$ cat src/rtl/fpc_pkg.sv
// Package: shared constants and types for the flash completion polling controller.
// Assumes the device status byte sits in the low eight bits of the read data.
package fpc_pkg;
    localparam int unsigned POLL_BIT   = 7;
    localparam int unsigned TOGGLE_BIT = 6;
    localparam int unsigned ERR_BIT    = 5;

    typedef enum logic [1:0] {
        VERD_NONE = 2'd0,
        VERD_PASS = 2'd1,
        VERD_FAIL = 2'd2
    } verdict_e;

    typedef enum logic [2:0] {
        PH_DP_RUN   = 3'd0,
        PH_DP_RECHK = 3'd1,
        PH_TG_FIRST = 3'd2,
        PH_TG_RUN   = 3'd3,
        PH_TG_ERR_A = 3'd4,
        PH_TG_ERR_B = 3'd5
    } phase_e;

    typedef enum logic {
        CTL_IDLE = 1'b0,
        CTL_POLL = 1'b1
    } ctl_e;

    typedef struct packed {
        logic pass;
        logic fail;
        logic tmo;
    } outcome_t;
endpackage

$ cat src/rtl/fpc_read_port.sv
// Read port: holds one single-word request open until it is acknowledged,
// and hands the acknowledged data to the judge in that same cycle.
// Assumes the address is constant for a whole poll (it is loaded at start).
module fpc_read_port #(
    parameter int ADDR_W = 24,
    parameter int DATA_W = 8
) (
    input  logic              clk,
    input  logic              rst_n,
    input  logic              load_i,
    input  logic [ADDR_W-1:0] load_addr_i,
    input  logic              launch_i,
    input  logic              rd_ack_i,
    input  logic [DATA_W-1:0] rd_data_i,
    output logic              rd_req_o,
    output logic [ADDR_W-1:0] rd_addr_o,
    output logic              rsp_valid_o,
    output logic [DATA_W-1:0] rsp_data_o
);
    logic              req_q;
    logic [ADDR_W-1:0] addr_q;

    // Request flag: set by a launch, cleared by the acknowledge.
    always_ff @(posedge clk) begin
        if (!rst_n) begin
            req_q <= 1'b0;
        end else begin
            req_q <= launch_i | (req_q & ~rd_ack_i);
        end
    end

    // Address register: captured once, at the accepted start.
    always_ff @(posedge clk) begin
        if (!rst_n) begin
            addr_q <= '0;
        end else if (load_i) begin
            addr_q <= load_addr_i;
        end
    end

    assign rd_req_o    = req_q;
    assign rd_addr_o   = addr_q;
    assign rsp_valid_o = req_q & rd_ack_i;
    assign rsp_data_o  = rd_data_i;

    // an open request is neither dropped nor retargeted before its acknowledge
    a_r2_req_held: assert property (@(posedge clk) disable iff (!rst_n)
        (req_q && !rd_ack_i) |=> (req_q && $stable(addr_q)));
endmodule

$ cat src/rtl/fpc_read_budget.sv
// Read budget: counts the reads finished since start and reports when the
// read now being judged is the last one allowed. A limit of zero allows one read.
module fpc_read_budget #(
    parameter int CNT_W = 16
) (
    input  logic             clk,
    input  logic             rst_n,
    input  logic             clear_i,
    input  logic [CNT_W-1:0] limit_i,
    input  logic             tick_i,
    output logic             exhausted_o
);
    logic [CNT_W-1:0] cnt_q;
    logic [CNT_W-1:0] lim_q;
    logic [CNT_W:0]   cnt_inc;

    assign cnt_inc     = {1'b0, cnt_q} + {{CNT_W{1'b0}}, 1'b1};
    assign exhausted_o = tick_i && (cnt_inc >= {1'b0, lim_q});

    // Counter and limit: reloaded on start, advanced on every finished read.
    always_ff @(posedge clk) begin
        if (!rst_n) begin
            cnt_q <= '0;
            lim_q <= '0;
        end else if (clear_i) begin
            cnt_q <= '0;
            lim_q <= limit_i;
        end else if (tick_i) begin
            cnt_q <= cnt_inc[CNT_W-1:0];
        end
    end

    // the count never passes the effective limit
    a_r9_count_bounded: assert property (@(posedge clk) disable iff (!rst_n)
        (lim_q == '0) ? (cnt_q <= 1) : (cnt_q <= lim_q));
endmodule

$ cat src/rtl/fpc_judge.sv
// Judge: looks at each returned status byte and decides pass, fail or
// continue, following the data-polling or toggle-bit method.
// Assumes clear_i never coincides with rsp_valid_i.
module fpc_judge
    import fpc_pkg::*;
#(
    parameter int DATA_W = 8
) (
    input  logic              clk,
    input  logic              rst_n,
    input  logic              clear_i,
    input  logic              mode_i,
    input  logic              exp_bit_i,
    input  logic              rsp_valid_i,
    input  logic [DATA_W-1:0] rsp_data_i,
    output verdict_e          verdict_o
);
    phase_e phase_q, phase_d;
    logic   prev_q, prev_d;
    logic   b_poll, b_tog, b_err;
    logic   unused_bits;

    assign b_poll      = rsp_data_i[POLL_BIT];
    assign b_tog       = rsp_data_i[TOGGLE_BIT];
    assign b_err       = rsp_data_i[ERR_BIT];
    assign unused_bits = ^rsp_data_i;

    // Decision logic for one acknowledged byte.
    always_comb begin
        phase_d   = phase_q;
        prev_d    = prev_q;
        verdict_o = VERD_NONE;
        if (rsp_valid_i) begin
            unique case (phase_q)
                PH_DP_RUN: begin
                    if (b_poll == exp_bit_i) begin
                        verdict_o = VERD_PASS;
                    end else if (b_err) begin
                        phase_d = PH_DP_RECHK;
                    end
                end
                PH_DP_RECHK: begin
                    verdict_o = (b_poll == exp_bit_i) ? VERD_PASS : VERD_FAIL;
                end
                PH_TG_FIRST: begin
                    prev_d  = b_tog;
                    phase_d = PH_TG_RUN;
                end
                PH_TG_RUN: begin
                    if (b_tog == prev_q) begin
                        verdict_o = VERD_PASS;
                    end else if (b_err) begin
                        phase_d = PH_TG_ERR_A;
                    end else begin
                        prev_d = b_tog;
                    end
                end
                PH_TG_ERR_A: begin
                    prev_d  = b_tog;
                    phase_d = PH_TG_ERR_B;
                end
                PH_TG_ERR_B: begin
                    verdict_o = (b_tog == prev_q) ? VERD_PASS : VERD_FAIL;
                end
                default: begin
                    phase_d = PH_DP_RUN;
                end
            endcase
        end
    end

    // Phase and reference bit: initialised per mode at start.
    always_ff @(posedge clk) begin
        if (!rst_n) begin
            phase_q <= PH_DP_RUN;
            prev_q  <= 1'b0;
        end else if (clear_i) begin
            phase_q <= mode_i ? PH_TG_FIRST : PH_DP_RUN;
            prev_q  <= 1'b0;
        end else begin
            phase_q <= phase_d;
            prev_q  <= prev_d;
        end
    end

    // a fail can only come from a confirming re-read after the error bit
    a_r5_fail_after_recheck: assert property (@(posedge clk) disable iff (!rst_n)
        (rsp_valid_i && verdict_o == VERD_FAIL) |->
            (phase_q == PH_DP_RECHK || phase_q == PH_TG_ERR_B));

    // the toggle reference read never decides on its own
    a_r6_first_read_sets_reference: assert property (@(posedge clk) disable iff (!rst_n)
        (rsp_valid_i && phase_q == PH_TG_FIRST) |=> (phase_q == PH_TG_RUN));
endmodule

$ cat src/rtl/flash_poll_ctrl.sv
// Flash completion polling controller (top).
// It accepts a start when idle, issues status reads through the read port,
// has each byte judged, and stops on a verdict or when the read budget runs out.
// Assumes the device acknowledges each request eventually; the budget bounds the reads.
module flash_poll_ctrl
    import fpc_pkg::*;
#(
    parameter int ADDR_W = 24,
    parameter int DATA_W = 8,
    parameter int CNT_W  = 16
) (
    input  logic              clk,
    input  logic              rst_n,
    input  logic              start_i,
    input  logic              mode_i,
    input  logic [ADDR_W-1:0] addr_i,
    input  logic [DATA_W-1:0] exp_data_i,
    input  logic [CNT_W-1:0]  max_reads_i,
    output logic              rd_req_o,
    output logic [ADDR_W-1:0] rd_addr_o,
    input  logic              rd_ack_i,
    input  logic [DATA_W-1:0] rd_data_i,
    output logic              busy_o,
    output logic              done_o,
    output logic              pass_o,
    output logic              fail_o,
    output logic              timeout_o
);
    ctl_e              state_q;
    outcome_t          out_q;
    logic              done_q;
    logic              exp_bit_q;
    logic              accept;
    logic              launch;
    logic              finish;
    logic              rsp_valid;
    logic [DATA_W-1:0] rsp_data;
    logic              exhausted;
    verdict_e          verdict;
    logic              unused_exp;

    assign unused_exp = ^exp_data_i;
    assign accept     = start_i && (state_q == CTL_IDLE);
    assign finish     = rsp_valid && ((verdict != VERD_NONE) || exhausted);
    assign launch     = accept || (rsp_valid && !finish);

    fpc_read_port #(.ADDR_W(ADDR_W), .DATA_W(DATA_W)) u_port (
        .clk         (clk),
        .rst_n       (rst_n),
        .load_i      (accept),
        .load_addr_i (addr_i),
        .launch_i    (launch),
        .rd_ack_i    (rd_ack_i),
        .rd_data_i   (rd_data_i),
        .rd_req_o    (rd_req_o),
        .rd_addr_o   (rd_addr_o),
        .rsp_valid_o (rsp_valid),
        .rsp_data_o  (rsp_data)
    );

    fpc_judge #(.DATA_W(DATA_W)) u_judge (
        .clk         (clk),
        .rst_n       (rst_n),
        .clear_i     (accept),
        .mode_i      (mode_i),
        .exp_bit_i   (exp_bit_q),
        .rsp_valid_i (rsp_valid),
        .rsp_data_i  (rsp_data),
        .verdict_o   (verdict)
    );

    fpc_read_budget #(.CNT_W(CNT_W)) u_budget (
        .clk         (clk),
        .rst_n       (rst_n),
        .clear_i     (accept),
        .limit_i     (max_reads_i),
        .tick_i      (rsp_valid),
        .exhausted_o (exhausted)
    );

    // Control state: idle until an accepted start, polling until a finish.
    always_ff @(posedge clk) begin
        if (!rst_n) begin
            state_q <= CTL_IDLE;
        end else if (accept) begin
            state_q <= CTL_POLL;
        end else if (finish) begin
            state_q <= CTL_IDLE;
        end
    end

    // Reference bit: latched from the expected byte at start.
    always_ff @(posedge clk) begin
        if (!rst_n) begin
            exp_bit_q <= 1'b0;
        end else if (accept) begin
            exp_bit_q <= exp_data_i[POLL_BIT];
        end
    end

    // Outcome flags and done pulse: cleared at start, set once at finish.
    always_ff @(posedge clk) begin
        if (!rst_n) begin
            out_q  <= '0;
            done_q <= 1'b0;
        end else begin
            done_q <= finish;
            if (accept) begin
                out_q <= '0;
            end else if (finish) begin
                out_q.pass <= (verdict == VERD_PASS);
                out_q.fail <= (verdict == VERD_FAIL);
                out_q.tmo  <= (verdict == VERD_NONE);
            end
        end
    end

    assign busy_o    = (state_q == CTL_POLL);
    assign done_o    = done_q;
    assign pass_o    = out_q.pass;
    assign fail_o    = out_q.fail;
    assign timeout_o = out_q.tmo;

    // the outcome flags never overlap
    a_r10_outcome_exclusive: assert property (@(posedge clk) disable iff (!rst_n)
        $onehot0({pass_o, fail_o, timeout_o}));

    // done lasts exactly one cycle
    a_r10_done_single: assert property (@(posedge clk) disable iff (!rst_n)
        done_o |=> !done_o);

    // done always comes with exactly one outcome and no open request
    a_r10_done_has_outcome: assert property (@(posedge clk) disable iff (!rst_n)
        done_o |-> ($countones({pass_o, fail_o, timeout_o}) == 1 && !rd_req_o));

    // outcomes hold while idle until a new start arrives
    a_r10_outcome_hold: assert property (@(posedge clk) disable iff (!rst_n)
        (!busy_o && !start_i) |=> $stable({pass_o, fail_o, timeout_o}));

    // no read is requested while idle
    a_r1_idle_quiet: assert property (@(posedge clk) disable iff (!rst_n)
        !busy_o |-> !rd_req_o);
endmodule

$ cat config.mk
export PLATFORM = sky130hd
export DESIGN_NAME = flash_poll_ctrl
export DESIGN_NICKNAME = d
export VERILOG_FILES = /design/src/rtl/fpc_pkg.sv /design/src/rtl/fpc_read_port.sv /design/src/rtl/fpc_read_budget.sv /design/src/rtl/fpc_judge.sv /design/src/rtl/flash_poll_ctrl.sv
export SDC_FILE = /design/constraint.sdc
export NUM_CORES = 1
export LEC_CHECK = 0
export ABC_AREA = 1
export ABC_CLOCK_PERIOD_IN_PS = 5900
export BUFFER_PORTS_ARGS = -buffer_cell sky130_fd_sc_hd__clkbuf_2
export CAP_MARGIN = 20
export CORE_MARGIN = 1
export CORE_UTILIZATION = 50
export CTS_CLUSTER_DIAMETER = 150
export DETAILED_ROUTE_END_ITERATION = 10
export PLACE_DENSITY = 0.84
export SLEW_MARGIN = 20
export SYNTH_ARGS = -nofsm -noshare
export SYNTH_HDL_FRONTEND = slang
export SYNTH_SLANG_ARGS = --single-unit
$ cat constraint.sdc
create_clock -name clk -period 5.9 [get_ports clk]
set_input_delay 0.59 -clock clk [delete_from_list [all_inputs] [get_ports clk]]
set_output_delay 0.59 -clock clk [all_outputs]
set_load 0.03 [all_outputs]
Yosys cells after proc, flatten, opt, wreduce, memory -nomap -nowiden. Cells that the tools add are included.

Bitwise logic cells: 6. Add/subtract/negate cells: 1. $lt $le $gt $ge: 1. Equal/unequal tests: 16. Reductions and logical operators: 18. Multiplexer cells: 19.

Operators by type and width (count): 2-to-1 mux 3 bit (6); adder 16 x 1 -> 17 bit (second input constant) (1); >= comparator 17 x 16 -> 1 bit (1); one-hot mux 3 bit (5 select lines) (1); != test 3 bit (second input constant) (4); 2-to-1 mux 2 bit (4); one-hot mux 2 bit (4 select lines) (1); nonzero test 2 bit (4); equality test 3 x 2 -> 1 bit (second input constant) (2); equality test 3 bit (second input constant) (2); 2-to-1 mux 1 bit (6); AND reduction 6 bit (1); OR reduction 2 bit (3); logical AND 1 bit (4); != test 2 bit (second input constant) (2); AND reduction 4 bit (1); equality test 3 x 1 -> 1 bit (second input constant) (1); zero test 3 bit (1); inverter 1 bit (3); AND 1 bit (2); equality test 1 bit (2); equality test 2 x 1 -> 1 bit (second input constant) (1); equality test 2 bit (second input constant) (1); zero test 2 bit (1); 5 further kinds (6).

Input bits: 61. Register bits after elaboration: 67. Output and inout bits: 30.

Depth between registers and ports, before layout. Gate-level depths: netlist of the first run.

Word-level depth: 11. Depth in mapped cells: 19. Depth with buffers taken out: 19.

By module. A second synthesis of the first run with hierarchy kept.

Cells, all modules: 523. Area total of the unflattened synthesis: 3631.0 um^2.

Modules (own cells, without submodules): fpc_read_budget (instances 1, area each 2043.2 um^2, cells an instance 299); fpc_read_port (instances 1, area each 939.7 um^2, cells an instance 119); fpc_judge (instances 1, area each 382.9 um^2, cells an instance 68); flash_poll_ctrl (instances 1, area each 265.3 um^2, cells an instance 37).

Worst setup path after synthesis of the first run. No wires, ideal clock.

Kind: register to register. Start point: register u_budget.cnt_q[0]. End point: register state_q (netlist: busy_o). Path slack: 3.645 ns. Stages on the path, launching flop included: 19. Arrival time: 2.188 ns. Clock period less this slack: 2.255 ns. Data required time: 5.833 ns. Cell sequence: dfxtp_1 > ha_1 > nand2_1 > nor2_4 > nand3_1 > nor2_1 > xor2_1 > ha_1 > nand2_1 > nor2_1 > nand3_1 > nor2_1 > nor2_1 > nand3_2 > nor2_4 > nand2_2 > nand2_4 > nand2_2 > a21oi_2.

Word-level cells in the longest chain between the ends: 6.

Ends and longest elaborated chain: start, declared (RTL line fpc_read_budget.sv:13) `logic [CNT_W-1:0] cnt_q;`; start signal, assigned (RTL line fpc_read_budget.sv:29) `cnt_q <= cnt_inc[CNT_W-1:0];`; adder 16 x 1 -> 17 bit (RTL line fpc_read_budget.sv:17) `assign cnt_inc = {1'b0, cnt_q} + {{CNT_W{1'b0}}, 1'b1};`; via u_budget.cnt_inc[14] (RTL line fpc_read_budget.sv:15) `logic [CNT_W:0] cnt_inc;`; >= comparator 17 x 16 -> 1 bit (RTL line fpc_read_budget.sv:18) `assign exhausted_o = tick_i && (cnt_inc >= {1'b0, lim_q});`; logical AND 1 bit (RTL line fpc_read_budget.sv:18); logical OR 1 bit (RTL line flash_poll_ctrl.sv:44) `assign finish = rsp_valid && ((verdict != VERD_NONE) || exhausted);`; logical AND 1 bit (RTL line flash_poll_ctrl.sv:44); nonzero test 2 bit (no line); end signal, assigned (RTL line flash_poll_ctrl.sv:84) `state_q <= CTL_IDLE;`; end signal, assigned (RTL line flash_poll_ctrl.sv:86) `state_q <= CTL_POLL;`; end signal, assigned (RTL line flash_poll_ctrl.sv:88) `state_q <= CTL_IDLE;`; end, declared (RTL line flash_poll_ctrl.sv:29) `ctl_e state_q;`.

The timed path passes the listed nets, and every way through them passes these cells. A chain may end at the register's enable or synchronous reset.

Worst setup path in the final report of the first run.
Start point: register u_budget.cnt_q[0]. End point: register out_q, in the netlist pass_o.

Word-level cells in the longest chain between the ends: 5.

Ends and longest elaborated chain: adder 16 x 1 -> 17 bit (RTL line fpc_read_budget.sv:17); via u_budget.cnt_inc[10] (RTL line fpc_read_budget.sv:15); >= comparator 17 x 16 -> 1 bit (RTL line fpc_read_budget.sv:18); logical AND 1 bit (RTL line fpc_read_budget.sv:18); logical OR 1 bit (RTL line flash_poll_ctrl.sv:44); logical AND 1 bit (RTL line flash_poll_ctrl.sv:44); end, declared (RTL line flash_poll_ctrl.sv:30) `outcome_t out_q;`.

The timed path passes the listed nets, and every way through them passes these cells.

==> impl_metrics.env, run 1 <==
export IMPL_coreArea_mm2=0.006386
export IMPL_outcome="finished, final reports clean"
export IMPL_ys_flop_type="dfxtp_1"
export IMPL_grt_pass1_vias=3110
export IMPL_hold_class="in -> reg"
export IMPL_ys_ff_latch=67
export IMPL_synth_adder_area_share=0.06410
export IMPL_setup_slack_ns=3.220
export IMPL_worstPathMaxFanout=5
export IMPL_seq_area_frac_synth=0.4042
export IMPL_synth_mux_area_frac=0
export IMPL_leakage_nw=1.959
export IMPL_place_congestion=0.8990
export IMPL_yosysWarnings=0
export IMPL_crit_type="reg -> reg"
export IMPL_crit_path_start_kind="register"
export IMPL_cts_tree="built"
export IMPL_grt_ovfl_total=0
export IMPL_worstMarginPinSlew_ns=0.8632
export IMPL_fin_crit_ns=2.680
export IMPL_vias_per_cell=5.108
export IMPL_final_nets=607
export IMPL_clock_sink_count=67
export IMPL_rsz0062_at_grt="no"
export IMPL_drive_gt1_frac=0.2491
export IMPL_fmax_mhz=373.2
export IMPL_grt_max_degree=45
export IMPL_syn2layout_area_growth_pct=20.06
export IMPL_synth_compound_area_share=0.1719
export IMPL_fin_cells=611
export IMPL_die_h_um=83.47
export IMPL_drtPass1Iterations=4
export IMPL_place_area_mm2=0.003757
export IMPL_post_cts_buffers=0
export IMPL_end_kind="register"
export IMPL_async_flop_share=0
export IMPL_whs_ns=0.4553
export IMPL_antenna_found_initial=0
export IMPL_gr_usage_met2=0.4046
export IMPL_cp_required_ns=6.18
export IMPL_final_max_slew_viol_count=0
export IMPL_routedWlPerCell_um=12.41
export IMPL_power_density_mw_per_mm2=282.7
export IMPL_total_power_mw=1.126
export IMPL_grt_first_pass_wirelength_mm=13.13
export IMPL_ant_nets=0
export IMPL_die_area_mm2=0.006966
export IMPL_use_met1=0.2572
export IMPL_syn_inst=454
export IMPL_syn_area_per_cell_um2=7.309
export IMPL_ir_worst_vdd_v=0.0002295
export IMPL_fin_util=0.6238
export IMPL_die_x_um=83.47
export IMPL_r2r_end="pass_o$_SDFFE_PP0P_"
export IMPL_rrSetupSlack_ns=3.22
export IMPL_synth_xor_area_share=0.03394
export IMPL_num_io_pins=91
export IMPL_diodes=0
export IMPL_multi_input_area_mm2=0.001693
export IMPL_gr_usage_all_layers=0.2325
export IMPL_grt_busiest_layer="met2"
export IMPL_totalWireLength_mm=7.582
export IMPL_final_setup_viol_count=0
export IMPL_most_common_layout_cells="nor2_1, clkbuf_2, dfxtp_1"
export IMPL_finalSetupTns_ns=0
export IMPL_insertion_delay_ns=0.35
export IMPL_cts_repair_resized=0
export IMPL_synth_simple_area_share=0.2402
export IMPL_layout_commonest_cell="nor2_1"
export IMPL_relSlewSlack=0.4231
export IMPL_hold_viol=0
export IMPL_pre_cts_ws_ns=3.303
export IMPL_synth_distinct_cells=35
export IMPL_hold_end="u_port.rd_addr_o[9]$_SDFFE_PN0P_"
export IMPL_hold_depth=3
export IMPL_synth_edff_count=0
export IMPL_fin_skew_ns=0.007491
export IMPL_use_met3=0.06133
export IMPL_drv_cap=0
export IMPL_fin_area_mm2=0.003984
export IMPL_initial_utilization=0.5196
export IMPL_num_rows=29
export IMPL_hpwl_mm=5.374
export IMPL_cts_inserted_buffers=9
export IMPL_dp_cells=595
export IMPL_fin_crit_sh=0.4542
export IMPL_regArea_mm2=0.001341
export IMPL_cts_htree_levels=3
export IMPL_vias=3121
export IMPL_cts_root_buf="clkbuf_8"
export IMPL_placement_io_buffers=78
export IMPL_synth_fp_nets=532
export IMPL_cp_arrival_ns=2.96
export IMPL_syn_area_mm2=0.003318
export IMPL_cts_clk_slew_worst_paths_ns=0.08
export IMPL_synth_top_family_by_area="simple AND/OR/NAND/NOR gates"
export IMPL_drc=0
export IMPL_drt_iter0_drc=152
export IMPL_clk_path_buf_depth=2
export IMPL_reg2regPathDepth=16
export IMPL_min_delay_start="addr_i[9]"
export IMPL_fillers=546
export IMPL_crit_reg2reg_launch="u_budget.cnt_q[0]$_SDFFE_PP0P_"
export IMPL_postCtsHoldBufs=0
-- cell families after synthesis --
group	after synthesis
adders and majority gates	17
buffers and inverters	75
AOI/OAI and AO/OA	106
and+or+nand+nor	177
xor gates and xnor gates	12
DFF	67
-- power by group --
part,total [mW],switching [mW],internal (mW)
logic,0.196,0.132,0.0645
registers,0.500,0.0169,0.484
clock network,0.429,0.180,0.249
total,1.13,0.329,0.797
-- flip-flops by register name (all words and copies together), names as in the netlist --
signal / flops
pass_o: 1
fail_o: 1
timeout_o: 1
u_budget.lim_q: 16
u_port.rd_req_o: 1
u_budget.cnt_q: 16
exp_bit_q: 1
busy_o: 1
u_port.rd_addr_o: 24
u_judge.prev_q: 1
done_o: 1
u_judge.phase_q: 3
-- critical path, cell delays in order (launching register included) --
cell      delay [ns]
dfxtp_1         0.36
ha_1            0.20
nand2_1         0.10
nor2_4          0.15
nand2_2         0.11
nor2_1          0.12
xor2_1          0.25
ha_1            0.30
a21oi_1         0.15
nor2_1          0.06
a211oi_1        0.26
nand2_1         0.10
nand2_1         0.10
nand2_2         0.07
nand2_4         0.09
nand2_2         0.06
a21oi_2         0.12
-- cell type report --
cell class,instances,area share
Clock inverter,6,0.02230
Clock buffer,10,0.03455
Timing Repair Buffer,80,0.1018
Inverter,59,0.05559
Tap cell,77,0.02418
Multi-Input combinational cell,312,0.4249
Sequential cell,67,0.3367
-- synthesized netlist by cell type (all sizes together), types with 3 or more instances --
cell,n,share of area
clkbuf,13,0.015
o21ai,59,0.089
dfxtp,67,0.40
nand2,65,0.081
xor2,11,0.031
buf,3,0.0041
nand3,11,0.020
nor3,3,0.0060
ha,17,0.064
nor2,93,0.12
inv,58,0.066
a21oi,40,0.065
a211oi,3,0.0083
-- worst max-delay path by stage --
stage	startpoint	to	slack (ns)	depth (start not counted)
after floorplan	u_budget.cnt_q[0]$_SDFFE_PP0P_	busy_o$_SDFFE_PN0P_	3.65	18
after global placement	u_budget.cnt_q[0]$_SDFFE_PP0P_	fail_o$_SDFFE_PP0P_	3.40	16
after detailed placement	u_budget.cnt_q[0]$_SDFFE_PP0P_	pass_o$_SDFFE_PP0P_	3.30	18
after CTS	u_budget.cnt_q[0]$_SDFFE_PP0P_	pass_o$_SDFFE_PP0P_	3.26	18
after global routing	u_budget.cnt_q[0]$_SDFFE_PP0P_	pass_o$_SDFFE_PP0P_	2.97	18
final	u_budget.cnt_q[0]$_SDFFE_PP0P_	pass_o$_SDFFE_PP0P_	3.22	16
-- layer usage --
| metal | vias to the layer above | wire length, µm | share of wire |
|---|---|---|---|
| li1 | 1597 | - | - |
| met1 | 1405 | 3189 | 0.42 |
| met2 | 96 | 3739 | 0.49 |
| met3 | 23 | 451 | 0.059 |
| met4 | 0 | 201 | 0.027 |
| met5 | - | 0 | 0 |
Note: power is estimated with default switching activity, not from simulation.
==> inputs of run 2 (changes only) <==
Settings changed: ABC_AREA 1 to 0, ABC_CLOCK_PERIOD_IN_PS 5900 to 2600.
Clock period 5.9 ns to 2.6 ns, I/O delays scaled along.
==> impl_metrics.env, run 2 <==
export IMPL_ant_nets=0
export IMPL_cts_inserted_buffers=9
export IMPL_cts_htree_levels=3
export IMPL_syn_area_mm2=0.003317
export IMPL_cp_arrival_ns=2.95
export IMPL_hpwl_mm=5.340
export IMPL_synth_compound_area_share=0.1758
export IMPL_synth_common_cells="nand2_1, dfxtp_1, a21boi_0"
export IMPL_power_density_mw_per_mm2=564.7
export IMPL_dp_cells=558
export IMPL_ys_ff_latch=67
export IMPL_worstPathCellList="ha_4, nand3_2, or2_4, nor3_4, nand3_2, xnor2_1, ha_1, nand3_1, and3_1, o211ai_1, a221oi_2, buf_4, a21oi_4, o21a_1"
export IMPL_vias_per_cell=5.289
export IMPL_most_common_layout_cells="nand2_1, clkbuf_2, dfxtp_1"
export IMPL_cts_tree="built"
export IMPL_num_rows=29
export IMPL_initial_utilization=0.5194
export IMPL_synth_adder_area_share=0.06413
export IMPL_yosysTopAreaCell="dfxtp_1"
export IMPL_syn2layout_area_growth_pct=26.78
export IMPL_drv_cap=0
export IMPL_crit_type="reg -> reg"
export IMPL_place_congestion=0.7787
export IMPL_synth_mux_area_frac=0.006035
export IMPL_yosysMostFrequentCell="nand2_1"
export IMPL_drt_iter0_drc=192
export IMPL_crit_top_cell="nand3_2"
export IMPL_regArea_mm2=0.001354
export IMPL_async_flop_share=0
export IMPL_num_io_pins=91
export IMPL_coreArea_mm2=0.006386
export IMPL_post_synth_top_area_fraction=0.4044
export IMPL_grt_pass1_vias=3011
export IMPL_grt_max_degree=44
export IMPL_synth_distinct_cells=41
export IMPL_cts_clk_slew_worst_paths_ns=0.08
export IMPL_totalWireLength_mm=7.908
export IMPL_placement_io_buffers=78
export IMPL_fin_crit_ns=2.695
export IMPL_final_nets=573
export IMPL_outcome="finished, violations left"
export IMPL_fin_util=0.6585
export IMPL_final_setup_viol_count=5
export IMPL_seq_area_frac_synth=0.4044
export IMPL_drc=0
export IMPL_slowest_delay_ns=0.37
export IMPL_diodes=0
export IMPL_violations="setup timing"
export IMPL_hold_end="u_port.rd_req_o$_SDFF_PN0_"
export IMPL_hold_viol=0
export IMPL_multi_input_area_mm2=0.001871
export IMPL_vias=3052
export IMPL_ys_flop_type="dfxtp_1"
export IMPL_place_area_mm2=0.003904
export IMPL_cts_root_buf="clkbuf_8"
export IMPL_die_x_um=83.45
export IMPL_syn_inst=406
export IMPL_worst_path_max_delay_cell="dfxtp_4"
export IMPL_fin_area_mm2=0.004205
export IMPL_clock_sink_count=67
export IMPL_pre_cts_ws_ns=-0.1219
export IMPL_final_max_slew_viol_count=0
export IMPL_synth_simple_area_share=0.2210
export IMPL_synth_edff_count=0
export IMPL_worstMarginPinSlew_ns=0.6360
export IMPL_reg2regPathDepth=14
export IMPL_crit_path_start_kind="register"
export IMPL_gr_usage_all_layers=0.2264
export IMPL_syn_area_per_cell_um2=8.170
export IMPL_end_kind="register"
export IMPL_synth_top_family_by_area="simple AND/OR/NAND/NOR gates"
export IMPL_grt_ovfl_total=0
export IMPL_worstPathMaxFanout=5
export IMPL_hold_depth=2
export IMPL_rsz0062_at_grt="yes"
export IMPL_fin_skew_ns=0.009371
export IMPL_largest_reg_flops=24
export IMPL_min_delay_start="rd_ack_i"
export IMPL_drtPass1Iterations=4
export IMPL_netlist_top_cells_area="dfxtp_1, nand2_1, a21boi_0, ha_1, xor2_1"
export IMPL_synth_fp_nets=484
export IMPL_die_h_um=83.45
export IMPL_die_area_mm2=0.006964
export IMPL_fin_crit_sh=1.037
export IMPL_leakage_nw=1.811
export IMPL_grt_first_pass_wirelength_mm=12.74
export IMPL_routedWlPerCell_um=13.71
export IMPL_setup_slack_ns=-0.09522
export IMPL_layout_commonest_cell="nand2_1"
export IMPL_hold_class="in -> reg"
export IMPL_yosysWarnings=0
export IMPL_synth_xor_area_share=0.07657
export IMPL_antenna_found_initial=0
export IMPL_drive_gt1_frac=0.2740
export IMPL_clk_path_buf_depth=2
export IMPL_insertion_delay_ns=0.35
export IMPL_cp_required_ns=2.85
export IMPL_fillers=526
export IMPL_fin_cells=577
export IMPL_relSlewSlack=0.5760
export IMPL_ir_worst_vdd_v=0.0004427
export IMPL_r2r_end="timeout_o$_SDFFE_PP0P_"
export IMPL_crit_reg2reg_launch="u_budget.cnt_q[1]$_SDFFE_PP0P_"
export IMPL_rrSetupSlack_ns=-0.1
export IMPL_fmax_mhz=371.0
[run 2: cell types whose count changed after synthesis, moves of 8 or more]
cell      before  now
inv_2          8    0
nor2_1        81   19
o21ai_0       56   13
nand2_1       57  100
clkbuf_1      13   23
xnor2_1        1   13
a21boi_0       0   42
inv_1         50   18
a21oi_1       36   13
[run 2: critical path: cells and delay by family, from the launching register on]
kind            cells  cell delay, ns
simple gates        6            0.88
compound gates      4            0.58
fa+ha+maj           2            0.46
flops               1            0.37
buf+inv             1            0.17
xor+xnor            1            0.15
[run 2: layer usage]
metal / wire length [µm] / global-route usage / part of all wire / up-vias
met2: 3840 / 0.3830 / 0.49 / 94
met4: 210 / 0.1202 / 0.027 / 0
met5: 0 / 0 / 0 / -
met3: 417 / 0.05143 / 0.053 / 17
li1: - / - / - / 1532
met1: 3439 / 0.2675 / 0.43 / 1409
[run 2: worst max path at each step]
stage | start | end | slack (ns) | cells after the start
4_1_cts | u_budget.cnt_q[1]$_SDFFE_PP0P_ | pass_o$_SDFFE_PP0P_ | -0.02 | 14
3_3_place_gp | u_budget.cnt_q[1]$_SDFFE_PP0P_ | timeout_o$_SDFFE_PP0P_ | -0.03 | 13
3_5_place_dp | u_budget.cnt_q[3]$_SDFFE_PP0P_ | timeout_o$_SDFFE_PP0P_ | -0.12 | 12
6_report | u_budget.cnt_q[1]$_SDFFE_PP0P_ | timeout_o$_SDFFE_PP0P_ | -0.1 | 14
2_1_floorplan | u_budget.cnt_q[1]$_SDFFE_PP0P_ | timeout_o$_SDFFE_PP0P_ | -0.08 | 14
5_1_grt | u_budget.cnt_q[1]$_SDFFE_PP0P_ | timeout_o$_SDFFE_PP0P_ | -0.22 | 14
[run 2: through the flow]
stage / total power [mW] / hold WS (ns) / TNS [ns]
after floorplan: 1.308 / 0.3610 / -0.1710
after global placement: 1.409 / 0.4484 / -0.02627
after detailed placement: 1.420 / 0.4583 / -0.4183
final: 2.375 / 0.1254 / -0.2836
after CTS: 2.390 / 0.1109 / -0.04156
after global routing: 2.464 / 0.1315 / -1.044
[run 2: cell families after synthesis]
logic type / Yosys count
and+or+nand+nor: 163
AOI/OAI and AO/OA: 84
DFF: 67
buffers and inverters: 44
xor gates and xnor gates: 29
adders and majority gates: 17
muxes: 2
[run 2: layout make-up]
class,count,area share
Clock buffer,12,0.03451
Inverter,18,0.01607
Timing Repair Buffer,104,0.1422
Clock inverter,4,0.01755
Multi-Input combinational cell,295,0.4448
Sequential cell,67,0.3219
Tap cell,77,0.02291
[run 2: report_power, final]
part	switching, mW	total, mW	internal [mW]
clock	0.403	0.971	0.567
sequential	0.0261	1.09	1.07
combinational	0.193	0.312	0.119
total	0.623	2.37	1.75
[run 2: timing repair]
action                                  in CTS  in global routing
gates resized for setup                      4                 12
pin swaps                                    4                 11
endpoints found under the hold margin        0                  0
endpoints found under the setup margin       6                  6
buffers inserted                             1                  2
hold buffers                                 0                  0
==> inputs of run 3 (changes only) <==
Settings changed: CORE_ASPECT_RATIO from default to 1.25.
==> impl_metrics.env, run 3 (synthesized netlist as in run 2, its figures left out) <==
export IMPL_outcome="finished, violations left"
export IMPL_violations="setup timing"
export IMPL_fin_crit_sh=1.034
export IMPL_final_nets=576
export IMPL_end_kind="register"
export IMPL_insertion_delay_ns=0.35
export IMPL_worstMarginPinSlew_ns=0.8168
export IMPL_totalWireLength_mm=7.995
export IMPL_grt_first_pass_wirelength_mm=12.68
export IMPL_power_density_mw_per_mm2=534.0
export IMPL_rsz0062_at_grt="yes"
export IMPL_drive_gt1_frac=0.2834
export IMPL_place_area_mm2=0.003901
export IMPL_drt_iter0_drc=236
export IMPL_p_int_mw=1.643
export IMPL_grt_busiest_layer="met2"
export IMPL_setup_slack_ns=-0.08912
export IMPL_leakage_nw=1.790
export IMPL_fmax_mhz=371.9
export IMPL_fin_skew_ns=0.007109
export IMPL_largest_reg_flops=24
export IMPL_cts_htree_levels=3
export IMPL_fillers=515
export IMPL_diodes=0
export IMPL_drv_cap=0
export IMPL_grt_max_degree=49
export IMPL_die_h_um=93.06
export IMPL_cp_arrival_ns=2.94
export IMPL_routedWlPerCell_um=13.64
export IMPL_multi_input_area_mm2=0.001869
export IMPL_ant_nets=0
export IMPL_postCtsHoldBufs=0
export IMPL_cts_inserted_buffers=9
export IMPL_coreArea_mm2=0.006286
export IMPL_final_setup_viol_count=5
export IMPL_place_congestion=0.7799
export IMPL_vias_per_cell=5.309
export IMPL_final_max_slew_viol_count=0
export IMPL_clk_path_buf_depth=2
export IMPL_gr_usage_met2=0.4077
export IMPL_num_rows=32
export IMPL_initial_utilization=0.5277
export IMPL_power_share_clock=0.374
export IMPL_cts_clk_slew_worst_paths_ns=0.07
export IMPL_cp_required_ns=2.85
export IMPL_crit_path_start_kind="register"
export IMPL_drtPass1Iterations=5
export IMPL_fin_crit_ns=2.689
export IMPL_hold_class="in -> reg"
export IMPL_regArea_mm2=0.001350
export IMPL_vias=3111
export IMPL_p_switching_mw=0.5956
export IMPL_antenna_found_initial=0
export IMPL_layout_commonest_cell="nand2_1"
export IMPL_die_area_mm2=0.006966
export IMPL_cts_tree="built"
export IMPL_grt_pass1_vias=3066
export IMPL_worstPathMaxFanout=5
export IMPL_p_comb_frac=0.138
export IMPL_fin_util=0.6668
export IMPL_use_met1=0.2580
export IMPL_hold_viol=0
export IMPL_finalSetupTns_ns=-0.3113
export IMPL_switching_share=0.2661
export IMPL_relSlewSlack=0.4542
export IMPL_ir_worst_vdd_v=0.0004639
export IMPL_placement_io_buffers=78
export IMPL_fin_area_mm2=0.004192
export IMPL_gr_usage_all_layers=0.2374
export IMPL_drc=0
export IMPL_use_met3=0.05711
export IMPL_hpwl_mm=5.292
export IMPL_cts_root_buf="clkbuf_8"
export IMPL_clock_sink_count=67
export IMPL_num_io_pins=91
export IMPL_seqPwrFrac=0.488
export IMPL_syn2layout_area_growth_pct=26.37
export IMPL_most_common_layout_cells="nand2_1, clkbuf_2, dfxtp_1"
export IMPL_die_x_um=74.85
export IMPL_crit_type="reg -> reg"
export IMPL_grt_ovfl_total=0
[run 3: cell count changes in the layout (fill, tap and decap cells not counted), moves of 2 or more]
cell,before,now
buf_4,25,27
buf_6,0,2
nand3_2,2,4
dfxtp_4,3,1
dfxtp_2,1,4
nand3_4,2,0
[run 3: repair_timing]
action                                  in CTS  in global routing
endpoints found under the setup margin       6                  6
pin swaps                                    6                  3
setup buffers                                2                  4
resized for setup                            6                 11
[run 3: worst max-delay path, stage by stage, from the launching register on]
cell,delay (ns)
dfxtp_2,0.36
ha_4,0.15
nand3_2,0.08
or2_4,0.26
nor3_4,0.18
nand3_2,0.10
xnor2_1,0.14
ha_1,0.30
nand3_2,0.08
and3_4,0.19
o211ai_1,0.10
a221oi_2,0.32
a21oi_4,0.14
o21a_1,0.19
[run 3: through the flow]
step | setup WS (ns) | total power, mW | hold WS (ns) | instances
finish | -0.08912 | 2.238 | 0.1377 | 586
global route | -0.2257 | 2.327 | 0.1357 | 586
CTS | 0.001580 | 2.241 | 0.1246 | 582
detailed placement | -0.1332 | 1.414 | 0.4585 | 566
global placement | -0.01585 | 1.403 | 0.4491 | 566
floorplan | -0.07965 | 1.308 | 0.3610 | 406
[run 3: power by group through the flow]
stage | Combinational [mW] | Sequential [mW] | Clock [mW]
after global routing | 0.337 | 1.10 | 0.891
final | 0.308 | 1.09 | 0.837
after detailed placement | 0.298 | 1.12 | 0
after global placement | 0.289 | 1.11 | 0
after CTS | 0.302 | 1.09 | 0.846
after floorplan | 0.147 | 1.16 | 0
[run 3: metal layers]
| metal | up-vias | wire length, µm | part of all wire |
|---|---|---|---|
| met5 | - | 0 | 0 |
| met4 | 0 | 241 | 0.030 |
| met3 | 19 | 465 | 0.058 |
| met2 | 108 | 4055 | 0.51 |
| met1 | 1455 | 3232 | 0.40 |
| li1 | 1529 | - | - |
[run 3: final cells by class]
type,count,area share
Inverter,18,0.01612
Clock inverter,2,0.008955
Multi-Input combinational cell,295,0.4460
Sequential cell,67,0.3221
Tap cell,85,0.02537
Timing Repair Buffer,107,0.1469
Clock buffer,12,0.03463
[run 3: final timing paths]
path	from	endpoint	slack, ns	cells after the start
max	u_budget.cnt_q[1]$_SDFFE_PP0P_	timeout_o$_SDFFE_PP0P_	-0.09	13
min	max_reads_i[14]	u_budget.lim_q[14]$_SDFFE_PN0P_	0.14	3
max reg2reg	u_budget.cnt_q[1]$_SDFFE_PP0P_	timeout_o$_SDFFE_PP0P_	-0.09	13
min reg2reg	u_budget.lim_q[7]$_SDFFE_PN0P_	u_budget.lim_q[7]$_SDFFE_PN0P_	0.46	2
